$ cat src/rtl/refdiv_pkg.sv
package refdiv_pkg;

  typedef logic [3:0] ref_code_t;

  localparam ref_code_t CODE_INH_STOP = 4'hE;
  localparam ref_code_t CODE_INH_ONLY = 4'hF;

  // Reference rate in Hz for a code; 0 marks an inhibit code.
  function automatic int unsigned ref_hz(input ref_code_t c);
    case (c)
      4'h0, 4'h1, 4'h2, 4'h3: ref_hz = 25000;
      4'h4:                   ref_hz = 12500;
      4'h5:                   ref_hz = 6250;
      4'h6, 4'h7:             ref_hz = 3125;
      4'h8, 4'h9, 4'hA:       ref_hz = 5000;
      4'hB:                   ref_hz = 1000;
      4'hC:                   ref_hz = 3000;
      4'hD:                   ref_hz = 15000;
      default:                ref_hz = 0;
    endcase
  endfunction

  function automatic bit code_inhibits(input ref_code_t c);
    return (c == CODE_INH_STOP) || (c == CODE_INH_ONLY);
  endfunction

  // Divide ratio in clocks; inhibit codes yield 1 (never used).
  function automatic int unsigned ratio_for(input int unsigned xtal, input ref_code_t c);
    int unsigned hz;
    hz = ref_hz(c);
    return (hz == 0) ? 1 : xtal / hz;
  endfunction

  function automatic int unsigned max_ratio(input int unsigned xtal);
    int unsigned m;
    m = 1;
    for (int i = 0; i < 16; i++) begin
      if (ratio_for(xtal, ref_code_t'(i)) > m) m = ratio_for(xtal, ref_code_t'(i));
    end
    return m;
  endfunction

endpackage

$ cat src/rtl/refdiv_decode.sv
module refdiv_decode
  import refdiv_pkg::*;
#(
  parameter int unsigned XTAL_HZ = 7_200_000,
  parameter int unsigned CW      = 13
) (
  input  ref_code_t         code,
  output logic [CW-1:0]     reload_val,
  output logic              inhibit_req,
  output logic              stop_req
);

  localparam int NCODES = 16;

  logic [CW-1:0] reload_tbl [NCODES];

  // One terminal-count entry per code, computed from the crystal rate.
  for (genvar g = 0; g < NCODES; g++) begin : g_tbl
    localparam int unsigned RATIO = ratio_for(XTAL_HZ, ref_code_t'(g));
    assign reload_tbl[g] = CW'(RATIO - 1);
  end

  assign reload_val  = reload_tbl[code];
  assign inhibit_req = code_inhibits(code);
  assign stop_req    = (code == CODE_INH_STOP);

endmodule

$ cat src/rtl/refdiv_ctrl.sv
module refdiv_ctrl
  import refdiv_pkg::*;
(
  input  logic      clk,
  input  logic      rst,
  input  ref_code_t code,
  input  logic      inhibit_req,
  input  logic      stop_req,
  output logic      inhibit_q,
  output logic      stop_q
);

  always_ff @(posedge clk) begin
    if (rst) begin
      inhibit_q <= 1'b0;
      stop_q    <= 1'b0;
    end else begin
      inhibit_q <= inhibit_req;
      stop_q    <= stop_req;
    end
  end

  // oscillator stop is only requested together with inhibit
  p_stop_needs_inhibit_r6: assert property (@(posedge clk) disable iff (rst)
    stop_q |-> inhibit_q);

  // holding the stop code keeps the level asserted
  p_stop_level_r6: assert property (@(posedge clk) disable iff (rst)
    (code == CODE_INH_STOP) |=> (stop_q && inhibit_q));

  // the plain inhibit code never requests an oscillator stop
  p_inhibit_only_r7: assert property (@(posedge clk) disable iff (rst)
    (code == CODE_INH_ONLY) |=> (inhibit_q && !stop_q));

endmodule

$ cat src/rtl/refdiv_counter.sv
module refdiv_counter #(
  parameter int unsigned CW = 13
) (
  input  logic          clk,
  input  logic          rst,
  input  logic          hold,
  input  logic [CW-1:0] reload_val,
  output logic          pulse,
  output logic          at_terminal
);

  logic [CW-1:0] cnt;

  assign at_terminal = (cnt == '0);

  always_ff @(posedge clk) begin
    if (rst) begin
      cnt   <= '0;
      pulse <= 1'b0;
    end else if (hold) begin
      cnt   <= '0;
      pulse <= 1'b0;
    end else begin
      pulse <= at_terminal;
      cnt   <= at_terminal ? reload_val : cnt - 1'b1;
    end
  end

  // pulses are a single clock wide (every ratio is at least 3)
  p_pulse_width_r5: assert property (@(posedge clk) disable iff (rst)
    pulse |=> !pulse);

  // mid-period the count only moves down, so a new code cannot cut a period short
  p_no_midperiod_reload_r9: assert property (@(posedge clk) disable iff (rst)
    (!hold && !at_terminal) |=> (cnt < $past(cnt)));

endmodule

$ cat src/rtl/refdiv_top.sv
module refdiv_top
  import refdiv_pkg::*;
#(
  parameter int unsigned XTAL_HZ = 7_200_000
) (
  input  logic       clk,
  input  logic       rst,
  input  logic [3:0] ref_sel,
  output logic       ref_pulse,
  output logic       pll_inhibit,
  output logic       osc_stop
);

  localparam int unsigned MAXDIV = max_ratio(XTAL_HZ);
  localparam int unsigned CW     = (MAXDIV > 2) ? $clog2(MAXDIV) : 1;

  logic [CW-1:0] reload_val;
  logic          inhibit_req;
  logic          stop_req;
  logic          at_terminal;

  refdiv_decode #(.XTAL_HZ(XTAL_HZ), .CW(CW)) u_decode (
    .code        (ref_sel),
    .reload_val  (reload_val),
    .inhibit_req (inhibit_req),
    .stop_req    (stop_req)
  );

  refdiv_ctrl u_ctrl (
    .clk         (clk),
    .rst         (rst),
    .code        (ref_sel),
    .inhibit_req (inhibit_req),
    .stop_req    (stop_req),
    .inhibit_q   (pll_inhibit),
    .stop_q      (osc_stop)
  );

  refdiv_counter #(.CW(CW)) u_counter (
    .clk         (clk),
    .rst         (rst),
    .hold        (inhibit_req),
    .reload_val  (reload_val),
    .pulse       (ref_pulse),
    .at_terminal (at_terminal)
  );

  // the reference is silent while the loop is inhibited
  p_quiet_inhibit_r8: assert property (@(posedge clk) disable iff (rst)
    pll_inhibit |-> !ref_pulse);

  // release from inhibit produces an immediate first pulse
  p_release_pulse_r10: assert property (@(posedge clk) disable iff (rst)
    $fell(pll_inhibit) |-> ref_pulse);

  // an inhibit stretch leaves the counter parked at terminal count
  p_parked_r10: assert property (@(posedge clk) disable iff (rst)
    pll_inhibit |-> at_terminal);

endmodule

$ cat config.mk
export PLATFORM = sky130hd
export DESIGN_NAME = refdiv_top
export DESIGN_NICKNAME = d
export VERILOG_FILES = /design/src/rtl/refdiv_pkg.sv /design/src/rtl/refdiv_decode.sv /design/src/rtl/refdiv_ctrl.sv /design/src/rtl/refdiv_counter.sv /design/src/rtl/refdiv_top.sv
export SDC_FILE = /design/constraint.sdc
export NUM_CORES = 1
export LEC_CHECK = 0
export ABC_AREA = 1
export CAP_MARGIN = 40
export CORE_ASPECT_RATIO = 0.6
export CORE_MARGIN = 2
export CORE_UTILIZATION = 45
export CTS_CLUSTER_SIZE = 25
export DETAILED_ROUTE_END_ITERATION = 10
export SLEW_MARGIN = 20
export SYNTH_ARGS = -nofsm -noshare
export SYNTH_HDL_FRONTEND = slang
export SYNTH_SLANG_ARGS = --single-unit
$ cat constraint.sdc
create_clock -name clk -period 1.5 [get_ports clk]
set_input_delay 0.15 -clock clk [delete_from_list [all_inputs] [get_ports clk]]
set_output_delay 0.15 -clock clk [all_outputs]
set_load 0.005 [all_outputs]
* After elaboration in Yosys (flattened, before gate mapping)
Memories as Yosys holds them, arrays and structs flattened.
Cells that the tools add are included.
** Storage, ports and cells
- Register bits :: 16
- Bits in read-only memories :: 208
- Word-level logic and storage cells :: 16
- Memories kept :: 1
- Input bits :: 6
** Memory list
- (name not given) :: words 16, bits a word 13, rd ports 1, clocked after memory_dff 0, wr ports 0, line refdiv_decode.sv:23 : assign reload_val = reload_tbl[code];
** Operators by class
- Add/subtract/negate cells :: 1
- $lt $le $gt $ge :: 1
- Bitwise logic cells :: 1
- Multiplexer cells :: 3
- Equal/unequal tests :: 2
- Reductions and logical operators :: 3
** Operators with widths (number)
- 13-bit 2-to-1 mux :: 3
- 13-bit logical NOT :: 1
- 13-bit by 1-bit subtractor with 13-bit output (second input constant) :: 1
- 4-bit equality test (second input constant) :: 2
- 5-bit >= comparator (second input constant) :: 1
- 4-bit NOT with 5-bit output :: 1
- 2-bit OR reduction :: 1
- 1-bit logical OR :: 1

* Longest topological paths before layout
- Word-level depth :: 5
- Mapped depth :: 8

* Modules after synthesis
Synthesis repeated with hierarchy kept, for this count alone.
** Second synthesis, totals
- Cell total of the unflattened synthesis :: 181
- Area total of the unflattened synthesis :: 1068.5 um2
** By module, submodules not included
- refdiv_counter :: cells an instance 139, instances 1, area an instance 837.1 um2
- refdiv_decode :: cells an instance 36, instances 1, area an instance 176.4 um2
- refdiv_ctrl :: cells an instance 6, instances 1, area an instance 55.1 um2

* Worst setup path after synthesis
OpenSTA, ideal clock, no wires.
- Path kind :: register to register
- Start point :: register u_counter.cnt[0]
- End point :: register u_counter.cnt[11]
- Data required time :: 1.385 ns
- Stages on the path, launching flop included :: 9
- Clock period less this slack :: 1.271 ns
- Buffers on the path :: 1
- Arrival time :: 1.156 ns
- Slack :: 0.229 ns
- Cell sequence :: dfxtp_1 inv_1 ha_1 nand2_2 nor2_4 nand3_2 buf_6 nand3_1 a21oi_2
** Between the ends
- Word-level cells in the longest chain between the ends :: 2
- Elaborated cells between the ends (all ways) :: 3
** Ends and longest elaborated chain
- from (decl) :: line refdiv_counter.sv:12 : logic [CW-1:0] cnt;
- from (signal assigned) :: line refdiv_counter.sv:25 : cnt <= at_terminal ? reload_val : cnt - 1'b1;
- 13-bit by 1-bit subtractor with 13-bit output or 13-bit logical NOT (tied branches) :: line refdiv_counter.sv:25, refdiv_counter.sv:14
- 13-bit 2-to-1 mux (*) :: line refdiv_counter.sv:25
Every way passes the cells marked *; elsewhere a longest branch is shown, timed or not.
A chain may end at the register's enable or synchronous reset.

* Worst setup path in the final report
- Start point :: register u_counter.cnt[0]
- End point :: register u_counter.cnt[8]
Same word-level chain as after synthesis.

==> flow_metrics.tcl <==
set metrics [dict create \
    clock_sinks 16 \
    fin_crit_ns 1.42 \
    finalSetupViolCount 0 \
    r2r_start "u_counter.cnt[0]" \
    crit_path_start_kind "flip-flop" \
    place.gp.congestion 0.883 \
    slew_violations 0 \
    drv_cap 0 \
    fp.dieW_um 65.0 \
    rr_endpoint "u_counter.cnt[8]" \
    grt_usage 0.193 \
    antenna_left 0 \
    clkPwrFrac 0.152 \
    outcome "finished clean" \
    final_area_mm2 0.00121 \
    place_ws_ns 0.00928 \
    first_pass_iters 4 \
    synthesis.instances 144 \
    p_sw_frac 0.460 \
    grt_overflow 0 \
    synth_area_leaders "dfxtp_1, nand2_1, nand3_1, nor2_1, inv_1" \
    pwr-share-comb 0.583 \
    dpl.hpwl_mm 1.85 \
    tightest_slew_ns 0.237 \
    coreArea_mm2 0.00213 \
    worstSetupEndpointType "flip-flop" \
    area_delta_synth_final_pct 21.1 \
    period_share 0.949 \
    peakVddDrop_mv 0.962 \
    power.static_leakage_nw 0.539 \
    grt_pass1_vias 800 \
    place_area_mm2 0.00115 \
    cp.required_ns 1.64 \
    synth.yosys.warnings 0 \
    post_cts_buffers 0 \
    synth_area_mm2 0.00100 \
    cts.path.max_buffers 2 \
    initialDrtViolationCount 40 \
    min_path_cells 1 \
    worst_slack_ns 0.0761 \
    die_h_um 40.6 \
    rsz0062_at_grt "false" \
    p_sw_w 0.00116 \
    synth_nets 152 \
    numCtsBuffers 3 \
    drive_gt1_frac 0.236 \
    hp-class "flip-flop to flip-flop" \
    std_cell_rows 13 \
    synth_top_area_frac 0.319 \
    yosys.area.top_type "dfxtp_1" \
    reg2reg_slack_ns 0.08 \
    synth_seq_area_share 0.319 \
    insertion_delay_ns 0.25 \
    fmax_mhz 702 \
    relSlewSlack 0.840 \
    final_common_cell "nand2_1" \
    start_util 0.471 \
    root_buffer "clkbuf_8" \
    grt_start_max_net_pins 10 \
    drc 0 \
    p_int_w 0.00137 \
    path_class "flip-flop to flip-flop" \
    crit_fanout 5 \
    finalSetupTns_ns 0 \
    vias 912 \
    layout_common_cells "nand2_1, nor2_1, nand3_1, dfxtp_1, inv_1" \
    wire_per_inst_um 11.6 \
    routed_wl_mm 2.22 \
    postSynthAreaPerCell_um2 6.97 \
    ys_ff_latch 16 \
    power_density_mw_per_mm2 2090 \
    antenna_found_initial 0 \
    arrival_ns 1.56 \
    path_clk_slew_ns 0.06 \
    dp_cells 187 \
    r2r_cells 7 \
    final_cells 191 \
    pin_count 9 \
    fin_skew_ns 0.00296 \
    dieArea_mm2 0.00264 \
    hold-path-endpoint "u_counter.cnt[0]" \
    vias_per_cell 4.77 \
    synthDistinctLibCells 21 \
    cts_tree "done" \
    port_buffers 8 \
    final_nets 170 \
    grt_pass1_wl_mm 3.59 \
    h-tree-depth 1 \
    pwr-share-seq 0.265 \
    final_hold_viol_count 0 \
    worstHoldStart "u_counter.cnt[0]" \
    num_antenna_cells 0 \
    fin_util 0.570 \
]
[layer usage]
metal / GRT usage / routed length, um / vias to the layer above
li1: - / - / 489
met1: 0.267 / 1230 / 408
met2: 0.286 / 890 / 10
met3: 0.0590 / 73 / 5
met4: 0.0638 / 22 / 0
met5: 0 / 0 / -
[cells in the mapped netlist]
| library cell | n |
|---|---|
| nand2_1 | 29 |
| dfxtp_1 | 16 |
| nand3_1 | 16 |
| nor2_1 | 16 |
| inv_1 | 15 |
| a21oi_1 | 9 |
| nand2_2 | 6 |
| a21oi_2 | 5 |
| nor2_4 | 5 |
| o21ai_0 | 5 |
| xnor2_1 | 4 |
| inv_2 | 3 |
| nor2_2 | 3 |
| xor2_1 | 3 |
| buf_4 | 2 |
| ha_1 | 2 |
| buf_6 | 1 |
| inv_4 | 1 |
| nand3_2 | 1 |
| nand4_1 | 1 |
| nor3_1 | 1 |
[kinds of logic (layout without fill, tap and decap cells)]
logic type | after synthesis | count (layout) | synth area share
AOI/OAI and AO/OA | 19 | 19 | 0.113
xor gates and xnor gates | 7 | 7 | 0.0611
adders and majority gates | 2 | 2 | 0.0249
and+or+nand+nor | 78 | 78 | 0.382
DFF | 16 | 16 | 0.319
buffers and inverters | 22 | 39 | 0.0997
[worst max-delay path: stages, from the launching register on]
cell and delay (ns):
dfxtp_1 0.31, inv_1 0.07, buf_4 0.12, ha_2 0.22, nand2_2 0.10, nor2_4 0.18
xor2_1 0.23, a21oi_2 0.08
[worst max path at each step]
stage	startpoint	to	slack [ns]	depth (start not counted)
after floorplan	u_counter.cnt[0]	u_counter.cnt[11]	0.23	8
after global placement	ref_sel[0]	u_counter.cnt[7]	0.04	6
after detailed placement	ref_sel[3]	u_counter.cnt[7]	0.009	8
after CTS	u_counter.cnt[0]	u_counter.cnt[8]	0.06	7
after global routing	u_counter.cnt[1]	u_counter.cnt[9]	0.004	9
final	u_counter.cnt[0]	u_counter.cnt[8]	0.08	7
[metrics by stage]
stage          power [W]  hold slack, ns
2_1_floorplan    0.00182           0.222
3_3_place_gp     0.00212           0.425
3_5_place_dp     0.00214           0.432
4_1_cts          0.00253           0.441
5_1_grt          0.00273           0.481
6_report         0.00253           0.440
[what timing repair did]
item / CTS / global route
gates resized for setup: 0 / 2
hold buffers: 0 / 0
endpoints found under the setup margin: 0 / 3
[layout make-up]
class | instances | area (um^2)
well taps | 30 | 37.5
flip-flops and latches | 16 | 320
fillers | 207 | 916
clock buffers | 4 | 55.1
inverters | 19 | 73.8
multi-input cells | 106 | 588
repair buffers | 16 | 140
[state kept, by name, summed over array words and instances (netlist names)]
| name | count |
|---|---|
| u_ctrl.inhibit_q | 1 |
| u_counter.pulse | 1 |
| u_ctrl.stop_q | 1 |
| u_counter.cnt | 13 |
[power groups by stage]
stage | combinational [W] | sequential (W) | clock [W]
after floorplan | 0.00116 | 0.000652 | 0
after global placement | 0.00144 | 0.000677 | 0
after detailed placement | 0.00146 | 0.000680 | 0
after CTS | 0.00147 | 0.000670 | 0.000393
after global routing | 0.00163 | 0.000684 | 0.000415
final | 0.00148 | 0.000672 | 0.000385
(Power assumes the default switching activity.)
